File: src/rtl/bfp_pkg.sv
package bfp_pkg;

    // Pass sequencer states.
    typedef enum logic [0:0] {
        ST_IDLE = 1'b0,
        ST_RUN  = 1'b1
    } stage_state_e;

endpackage

File: src/rtl/bfp_stage_ctrl.sv
module bfp_stage_ctrl
    import bfp_pkg::*;
#(
    parameter int EXPW = 4
) (
    input  logic            clk,
    input  logic            rst_n,
    input  logic            stage_start,
    input  logic            scale_in,
    input  logic            risk_hit,
    output logic            running,
    output logic            scale_mode,
    output logic            headroom_risk,
    output logic [EXPW-1:0] blk_exp
);

    localparam logic [EXPW-1:0] EXP_MAX = '1;

    stage_state_e state_q, state_d;

    // Next-state decode (T_START from idle, T_RESTART within run).
    always_comb begin
        state_d = state_q;
        unique case (state_q)
            ST_IDLE: if (stage_start) state_d = ST_RUN;
            ST_RUN:  state_d = ST_RUN;
            default: state_d = ST_IDLE;
        endcase
    end

    // State register.
    always_ff @(posedge clk) begin
        if (!rst_n) state_q <= ST_IDLE;
        else        state_q <= state_d;
    end

    // Per-pass outputs: halving mode, sticky flag, exponent.
    always_ff @(posedge clk) begin
        if (!rst_n) begin
            scale_mode    <= 1'b0;
            headroom_risk <= 1'b0;
            blk_exp       <= '0;
        end else if (stage_start) begin
            scale_mode    <= scale_in;
            headroom_risk <= 1'b0;
            if (scale_in && (blk_exp != EXP_MAX)) blk_exp <= blk_exp + 1'b1;
        end else if (risk_hit) begin
            headroom_risk <= 1'b1;
        end
    end

    assign running = (state_q == ST_RUN);

    // a pass boundary always leaves the flag clear.
    a_r9_clear_on_start: assert property (@(posedge clk) disable iff (!rst_n)
        stage_start |=> !headroom_risk);

    // the flag holds until the next boundary.
    a_r8_flag_sticky: assert property (@(posedge clk) disable iff (!rst_n)
        (headroom_risk && !stage_start) |=> headroom_risk);

    // one step per halved pass below saturation.
    a_r10_exp_step: assert property (@(posedge clk) disable iff (!rst_n)
        (stage_start && scale_in && (blk_exp != EXP_MAX)) |=> (blk_exp == $past(blk_exp) + 1'b1));

    // no change between boundaries.
    a_r10_exp_hold: assert property (@(posedge clk) disable iff (!rst_n)
        !stage_start |=> $stable(blk_exp));

endmodule

File: src/rtl/bfp_rotate.sv
module bfp_rotate #(
    parameter int DW = 16,
    parameter int AW = DW + 3
) (
    input  logic                 clk,
    input  logic                 rst_n,
    input  logic                 accept,
    input  logic                 scale_mode,
    input  logic signed [DW-1:0] x0_re,
    input  logic signed [DW-1:0] x0_im,
    input  logic signed [DW-1:0] x1_re,
    input  logic signed [DW-1:0] x1_im,
    input  logic signed [DW-1:0] tw_cos,
    input  logic signed [DW-1:0] tw_nsin,
    output logic                 rot_valid,
    output logic signed [AW-1:0] rot_re,
    output logic signed [AW-1:0] rot_im,
    output logic signed [DW-1:0] x0_re_d,
    output logic signed [DW-1:0] x0_im_d
);

    localparam int MW   = 2 * DW;
    localparam int PW   = MW + 2;
    localparam int FRAC = DW - 1;
    localparam logic signed [PW-1:0] RND = PW'(1) <<< (FRAC - 1);

    // Stage 1: capture, with optional halving of the operands.
    logic                 s1_valid;
    logic signed [DW-1:0] s1_x0r, s1_x0i, s1_x1r, s1_x1i, s1_c, s1_ns;

    always_ff @(posedge clk) begin
        if (!rst_n) begin
            s1_valid <= 1'b0;
            s1_x0r   <= '0;
            s1_x0i   <= '0;
            s1_x1r   <= '0;
            s1_x1i   <= '0;
            s1_c     <= '0;
            s1_ns    <= '0;
        end else begin
            s1_valid <= accept;
            if (accept) begin
                s1_x0r <= scale_mode ? (x0_re >>> 1) : x0_re;
                s1_x0i <= scale_mode ? (x0_im >>> 1) : x0_im;
                s1_x1r <= scale_mode ? (x1_re >>> 1) : x1_re;
                s1_x1i <= scale_mode ? (x1_im >>> 1) : x1_im;
                s1_c   <= tw_cos;
                s1_ns  <= tw_nsin;
            end
        end
    end

    // Full-precision products and rounded rotation.
    logic signed [MW-1:0] p_cr, p_ni, p_ci, p_nr;
    logic signed [PW-1:0] re_sum, im_sum;

    assign p_cr = MW'(s1_c)  * MW'(s1_x1r);
    assign p_ni = MW'(s1_ns) * MW'(s1_x1i);
    assign p_ci = MW'(s1_c)  * MW'(s1_x1i);
    assign p_nr = MW'(s1_ns) * MW'(s1_x1r);

    assign re_sum = PW'(p_cr) - PW'(p_ni) + RND;
    assign im_sum = PW'(p_ci) + PW'(p_nr) + RND;

    // Stage 2: register the rotated value and the delayed top operand.
    always_ff @(posedge clk) begin
        if (!rst_n) begin
            rot_valid <= 1'b0;
            rot_re    <= '0;
            rot_im    <= '0;
            x0_re_d   <= '0;
            x0_im_d   <= '0;
        end else begin
            rot_valid <= s1_valid;
            if (s1_valid) begin
                rot_re  <= re_sum[PW-1:FRAC];
                rot_im  <= im_sum[PW-1:FRAC];
                x0_re_d <= s1_x0r;
                x0_im_d <= s1_x0i;
            end
        end
    end

    // nothing enters the pipe without an accepted beat.
    a_r5_no_capture: assert property (@(posedge clk) disable iff (!rst_n)
        !accept |=> !s1_valid);

    // the capture stage always advances one cycle later.
    a_r2_stage_chain: assert property (@(posedge clk) disable iff (!rst_n)
        s1_valid |=> rot_valid);

endmodule

File: src/rtl/bfp_addsub.sv
module bfp_addsub #(
    parameter int DW         = 16,
    parameter int AW         = DW + 3,
    parameter int RISK_SHIFT = 2
) (
    input  logic                 clk,
    input  logic                 rst_n,
    input  logic                 in_valid,
    input  logic signed [AW-1:0] rot_re,
    input  logic signed [AW-1:0] rot_im,
    input  logic signed [DW-1:0] x0_re,
    input  logic signed [DW-1:0] x0_im,
    output logic                 out_valid,
    output logic signed [DW-1:0] y0_re,
    output logic signed [DW-1:0] y0_im,
    output logic signed [DW-1:0] y1_re,
    output logic signed [DW-1:0] y1_im,
    output logic                 risk_hit
);

    localparam int SW    = AW + 1;
    localparam int LANES = 4;
    localparam logic signed [SW-1:0] HI    = SW'((1 << (DW - 1)) - 1);
    localparam logic signed [SW-1:0] LO    = -HI - SW'(1);
    localparam logic signed [DW-1:0] LIMIT = DW'(1 << (DW - 1 - RISK_SHIFT));

    function automatic logic signed [DW-1:0] clip(input logic signed [SW-1:0] v);
        if (v > HI)      return HI[DW-1:0];
        else if (v < LO) return LO[DW-1:0];
        else             return v[DW-1:0];
    endfunction

    logic signed [SW-1:0] xr_w, xi_w, ar_w, ai_w;
    logic signed [SW-1:0] raw  [LANES];
    logic signed [DW-1:0] lane [LANES];
    logic [LANES-1:0]     near;

    assign xr_w = SW'(x0_re);
    assign xi_w = SW'(x0_im);
    assign ar_w = SW'(rot_re);
    assign ai_w = SW'(rot_im);

    assign raw[0] = xr_w + ar_w;
    assign raw[1] = xi_w + ai_w;
    assign raw[2] = xr_w - ar_w;
    assign raw[3] = xi_w - ai_w;

    for (genvar g = 0; g < LANES; g++) begin : g_lane
        assign lane[g] = clip(raw[g]);
        assign near[g] = (lane[g] >= LIMIT) || (lane[g] <= -LIMIT);
    end

    assign risk_hit = in_valid && (|near);

    // Stage 3: output register.
    always_ff @(posedge clk) begin
        if (!rst_n) begin
            out_valid <= 1'b0;
            y0_re     <= '0;
            y0_im     <= '0;
            y1_re     <= '0;
            y1_im     <= '0;
        end else begin
            out_valid <= in_valid;
            if (in_valid) begin
                y0_re <= lane[0];
                y0_im <= lane[1];
                y1_re <= lane[2];
                y1_im <= lane[3];
            end
        end
    end

    // the final stage follows its input one cycle later.
    a_r2_out_follows: assert property (@(posedge clk) disable iff (!rst_n)
        in_valid |=> out_valid);

endmodule

File: src/rtl/bfp_butterfly.sv
module bfp_butterfly #(
    parameter int DW         = 16,
    parameter int EXPW       = 4,
    parameter int RISK_SHIFT = 2
) (
    input  logic                 clk,
    input  logic                 rst_n,
    input  logic                 stage_start,
    input  logic                 scale_in,
    input  logic                 valid_in,
    input  logic signed [DW-1:0] x0_re,
    input  logic signed [DW-1:0] x0_im,
    input  logic signed [DW-1:0] x1_re,
    input  logic signed [DW-1:0] x1_im,
    input  logic signed [DW-1:0] tw_cos,
    input  logic signed [DW-1:0] tw_nsin,
    output logic                 valid_out,
    output logic signed [DW-1:0] y0_re,
    output logic signed [DW-1:0] y0_im,
    output logic signed [DW-1:0] y1_re,
    output logic signed [DW-1:0] y1_im,
    output logic                 headroom_risk,
    output logic [EXPW-1:0]      blk_exp
);

    localparam int AW = DW + 3;
    localparam logic signed [DW-1:0] LIMIT = DW'(1 << (DW - 1 - RISK_SHIFT));

    logic                 running, scale_mode, accept, risk_hit;
    logic                 rot_valid;
    logic signed [AW-1:0] rot_re, rot_im;
    logic signed [DW-1:0] x0_re_d, x0_im_d;

    assign accept = valid_in && running;

    bfp_stage_ctrl #(.EXPW(EXPW)) u_ctrl (
        .clk           (clk),
        .rst_n         (rst_n),
        .stage_start   (stage_start),
        .scale_in      (scale_in),
        .risk_hit      (risk_hit),
        .running       (running),
        .scale_mode    (scale_mode),
        .headroom_risk (headroom_risk),
        .blk_exp       (blk_exp)
    );

    bfp_rotate #(.DW(DW), .AW(AW)) u_rotate (
        .clk        (clk),
        .rst_n      (rst_n),
        .accept     (accept),
        .scale_mode (scale_mode),
        .x0_re      (x0_re),
        .x0_im      (x0_im),
        .x1_re      (x1_re),
        .x1_im      (x1_im),
        .tw_cos     (tw_cos),
        .tw_nsin    (tw_nsin),
        .rot_valid  (rot_valid),
        .rot_re     (rot_re),
        .rot_im     (rot_im),
        .x0_re_d    (x0_re_d),
        .x0_im_d    (x0_im_d)
    );

    bfp_addsub #(.DW(DW), .AW(AW), .RISK_SHIFT(RISK_SHIFT)) u_addsub (
        .clk       (clk),
        .rst_n     (rst_n),
        .in_valid  (rot_valid),
        .rot_re    (rot_re),
        .rot_im    (rot_im),
        .x0_re     (x0_re_d),
        .x0_im     (x0_im_d),
        .out_valid (valid_out),
        .y0_re     (y0_re),
        .y0_im     (y0_im),
        .y1_re     (y1_re),
        .y1_im     (y1_im),
        .risk_hit  (risk_hit)
    );

    // a large visible result is always accompanied by the flag.
    a_r8_flag_with_output: assert property (@(posedge clk) disable iff (!rst_n)
        (valid_out && ((y0_re >= LIMIT) || (y0_re <= -LIMIT) ||
                       (y1_im >= LIMIT) || (y1_im <= -LIMIT))) |-> headroom_risk);

endmodule

File: config.mk
export PLATFORM = sky130hd
export DESIGN_NAME = bfp_butterfly
export DESIGN_NICKNAME = d
export VERILOG_FILES = /design/src/rtl/bfp_pkg.sv /design/src/rtl/bfp_stage_ctrl.sv /design/src/rtl/bfp_rotate.sv /design/src/rtl/bfp_addsub.sv /design/src/rtl/bfp_butterfly.sv
export SDC_FILE = /design/constraint.sdc
export NUM_CORES = 2
export LEC_CHECK = 0
export BUFFER_PORTS_ARGS = -buffer_cell sky130_fd_sc_hd__buf_2
export CAP_MARGIN = 20
export CORE_ASPECT_RATIO = 0.8
export CORE_MARGIN = 10
export CORE_UTILIZATION = 55
export CTS_BUF_LIST = sky130_fd_sc_hd__clkbuf_4
export DETAILED_ROUTE_END_ITERATION = 8
export GPL_TIMING_DRIVEN = 0
export PLACE_DENSITY_LB_ADDON = 0.25
export REMOVE_ABC_BUFFERS = 1
export SYNTH_ARGS = -nofsm -noshare
export SYNTH_HDL_FRONTEND = slang
export SYNTH_SLANG_ARGS = --single-unit
File: constraint.sdc
create_clock -name clk -period 9.15 [get_ports clk]
set_input_delay 1.83 -clock clk [delete_from_list [all_inputs] [get_ports clk]]
set_output_delay 1.83 -clock clk [all_outputs]
set_load 0.03 [all_outputs]
==> impl_metrics.ini <==
[timing]
clock-skew-final_ns = 0.120
final_hold_viol_count = 0
slew_headroom = 0.235
setup_viol = 0
max_freq_mhz = 112
fin_ws_ns = 0.234
report.final.slew_viol_count = 0
fin_hold_ws_ns = 0.461
worst_slew_pin_slew_ns = 1.14
rsz0062_at_grt = false
fin_crit_ns = 8.92
finalCritPeriodShare = 0.974

[placed_design]
pre_cts_ws_ns = -0.485
dp_hpwl_um = 115000
gp_congestion = 0.898
place_area_um2 = 56100
io_buffer_count = 170

[setup_path]
crit_path_end_kind = flop
crit_slowest_cell = dfxtp_1
timing.critical_path.mode_cell = fa_1
path_buf_inv = 6
cpPeakStageDelay_ns = 0.88
critical-path-top-delay-family = adder cells
critPathMaxFanout = 18
worstSetupStartpointType = flop
critPathArrivalTime_ns = 9.56
crit_type = reg -> reg
required_ns = 9.79

[synth]
synthAdderAreaFrac = 0.525
synth-xor-area-share = 0.0268
synth-seq-cells = 240
syn_area_um2 = 53900
async_flop_share = 0
yosys_warnings = 0
ys.flop_type = dfxtp_1
synth_enable_flop_cells = 0
synthDistinctLibCells = 101
muxShareOfSynthArea = 0.0190
synth_compound_area_frac = 0.0762
syn_area_per_cell_um2 = 9.05
ys_seq_area_frac = 0.0892
synth_top_family_by_area = adder cells
synth_cells = 5957
synthSimpleGateAreaFrac = 0.148

[detailed_routing]
drtPass1Iterations = 6
postRouteAntennaNets = 0
wire_per_inst_um = 19.4
vias = 39600
vias_per_cell = 5.45
drt-initial-drc-count = 2678
remaining_drc_errors = 0
wirelength_um = 141000

[clocking]
clockRootBuffer = clkbuf_4
clk_latency_ns = 0.79
cts.sinks = 240
hold_buffers = 0
tritoncts = done
path_clk_slew_ns = 0.07
cts_buffer_depth = 3
cts_buffers = 55
cts_max_level = 2

[die]
core_um2 = 97000
die_h_um = 300
initial_core_util = 0.556
dieArea_um2 = 111000
die_w_um = 370
io_pins = 171
placementRows = 102

[global_route]
antenna_found_initial = 8
grt_overflow = 0
first_global_vias = 42100
grt_pass1_wl_um = 232000
grt_max_degree = 102
grt_usage = 0.260

[worst_hold_path]
hp-class = reg -> reg

[final_layout]
area.sequential_um2 = 4930
synthToLayoutAreaGrowth_pct = 5.80
finalNetCount = 7582
stdcell_area_um2 = 57000
num-fill-cells = 8534
final_core_util = 0.588
layout-drive-gt1-share = 0.0711
multi_input_area_um2 = 42900

[run]
cap_violations = 0

[power]
powerDensity_nw_per_um2 = 157
vdd.ir_drop.worst_uv = 472
power_leakage_uw = 0.0278

[status]
outcome = complete, no violations
==> cells in the final DEF (no fill, tap or decap), drive strengths merged, types with 30 or more instances in the layout <==
cell type,synthesis,layout
inv,1349,1347
fa,1176,1176
nand2,643,643
and2,496,496
ha,381,381
nor2,273,273
dfxtp,240,240
buf,25,216
a21oi,195,195
xnor2,119,119
o21ai,109,109
mux2i,101,101
a211oi,86,86
clkbuf,282,80
xor2,44,44
nand2b,37,37
a21o,33,33
nor3,30,30
==> per-layer routing <==
| layer | part of all wire | routed length, um | track usage | vias up |
|---|---|---|---|---|
| li1 | - | - | - | 17900 |
| met1 | 0.44 | 62600 | 0.373 | 20200 |
| met2 | 0.45 | 63100 | 0.410 | 1351 |
| met3 | 0.085 | 12000 | 0.0503 | 193 |
| met4 | 0.022 | 3170 | 0.0527 | 2 |
| met5 | 0.000092 | 13 | 0 | - |
==> per-stage QoR <==
stage	power, uW	setup TNS (ns)	cells
global route	9630	0	7262
detailed placement	7920	-3.49	7157
finish	8930	0	7263
CTS	8890	0	7254
global placement	7780	-19.83	7120
floorplan	5770	0	5650
==> layout make-up <==
class,instances,share of cell area
Sequential cell,240,0.0865
Inverter,1351,0.0892
Clock inverter,14,0.00200
Multi-Input combinational cell,4059,0.752
Timing Repair inverter,1,0.0000878
Clock buffer,80,0.0105
Antenna cell,2,0.0000878
Timing Repair Buffer,216,0.0313
Tap cell,1300,0.0285
==> registers in the layout, indices dropped and copies added, names as in the netlist <==
name and cells:
u_rotate.s1_c 16, u_rotate.rot_valid 1, u_addsub.y1_im 16, u_rotate.rot_im 19, u_rotate.x0_re_d 16, u_addsub.y0_re 16, u_ctrl.headroom_risk 1, u_rotate.s1_x0r 16
u_ctrl.scale_mode 1, u_rotate.x0_im_d 16, u_rotate.s1_valid 1, u_rotate.s1_x0i 16, u_rotate.s1_x1r 16, u_addsub.out_valid 1, u_rotate.s1_ns 16, u_addsub.y1_re 16
u_rotate.s1_x1i 16, u_ctrl.running 1, u_addsub.y0_im 16, u_ctrl.blk_exp 4, u_rotate.rot_re 19
==> what timing repair did <==
action | 4_1_cts | 5_1_grt
cloned | 0 | 1
buffers inserted | 3 | 5
setup endpoints to repair | 16 | 19
gates resized for setup | 4 | 32
==> worst min-delay path: stages (launching register included) <==
cell,delay [ns]
dfxtp_1,0.31
nand2_1,0.05
a21oi_1,0.05
==> final timing paths <==
check | start | endpoint | slack [ns] | depth (start not counted)
hold / removal | u_rotate.s1_x0i[15] | u_rotate.s1_x0i[15] | 0.46 | 2
setup / recovery | u_rotate.s1_x1r[12] | u_rotate.rot_re[18] | 0.23 | 27
setup reg to reg | u_rotate.s1_x1r[12] | u_rotate.rot_re[18] | 0.23 | 27
hold reg to reg | u_rotate.s1_x0i[15] | u_rotate.s1_x0i[15] | 0.46 | 2
==> cells in the mapped netlist (17+ instances only) <==
master | instances | share of area
inv_1 | 1348 | 0.094
fa_1 | 1176 | 0.44
nand2_1 | 643 | 0.045
and2_1 | 496 | 0.058
ha_1 | 381 | 0.088
clkbuf_1 | 282 | 0.020
nor2_1 | 273 | 0.019
dfxtp_1 | 240 | 0.089
a21oi_1 | 192 | 0.018
xnor2_1 | 118 | 0.019
mux2i_1 | 101 | 0.019
o21ai_0 | 98 | 0.0091
a211oi_1 | 83 | 0.012
xor2_1 | 43 | 0.0070
nand2b_1 | 37 | 0.0043
a21o_1 | 33 | 0.0046
nor3_1 | 29 | 0.0027
o21a_1 | 25 | 0.0035
nand3_1 | 22 | 0.0020
o21bai_1 | 20 | 0.0028
nand4_1 | 19 | 0.0022
or3_1 | 17 | 0.0020
==> cells by family (layout without fill, tap and decap cells) <==
kind of cell / after synthesis / count (layout)
flops: 240 / 240
other cells: 0 / 2
simple gates: 1628 / 1628
fa+ha+maj: 1557 / 1557
mux: 102 / 102
xor+xnor: 163 / 163
buf+inv: 1658 / 1662
compound gates: 609 / 609
==> report_power, final <==
group,internal [uW],switching [uW]
clock network,455,462
registers,1100,197
logic,2450,4260
Power figures use the tool's default switching activity.
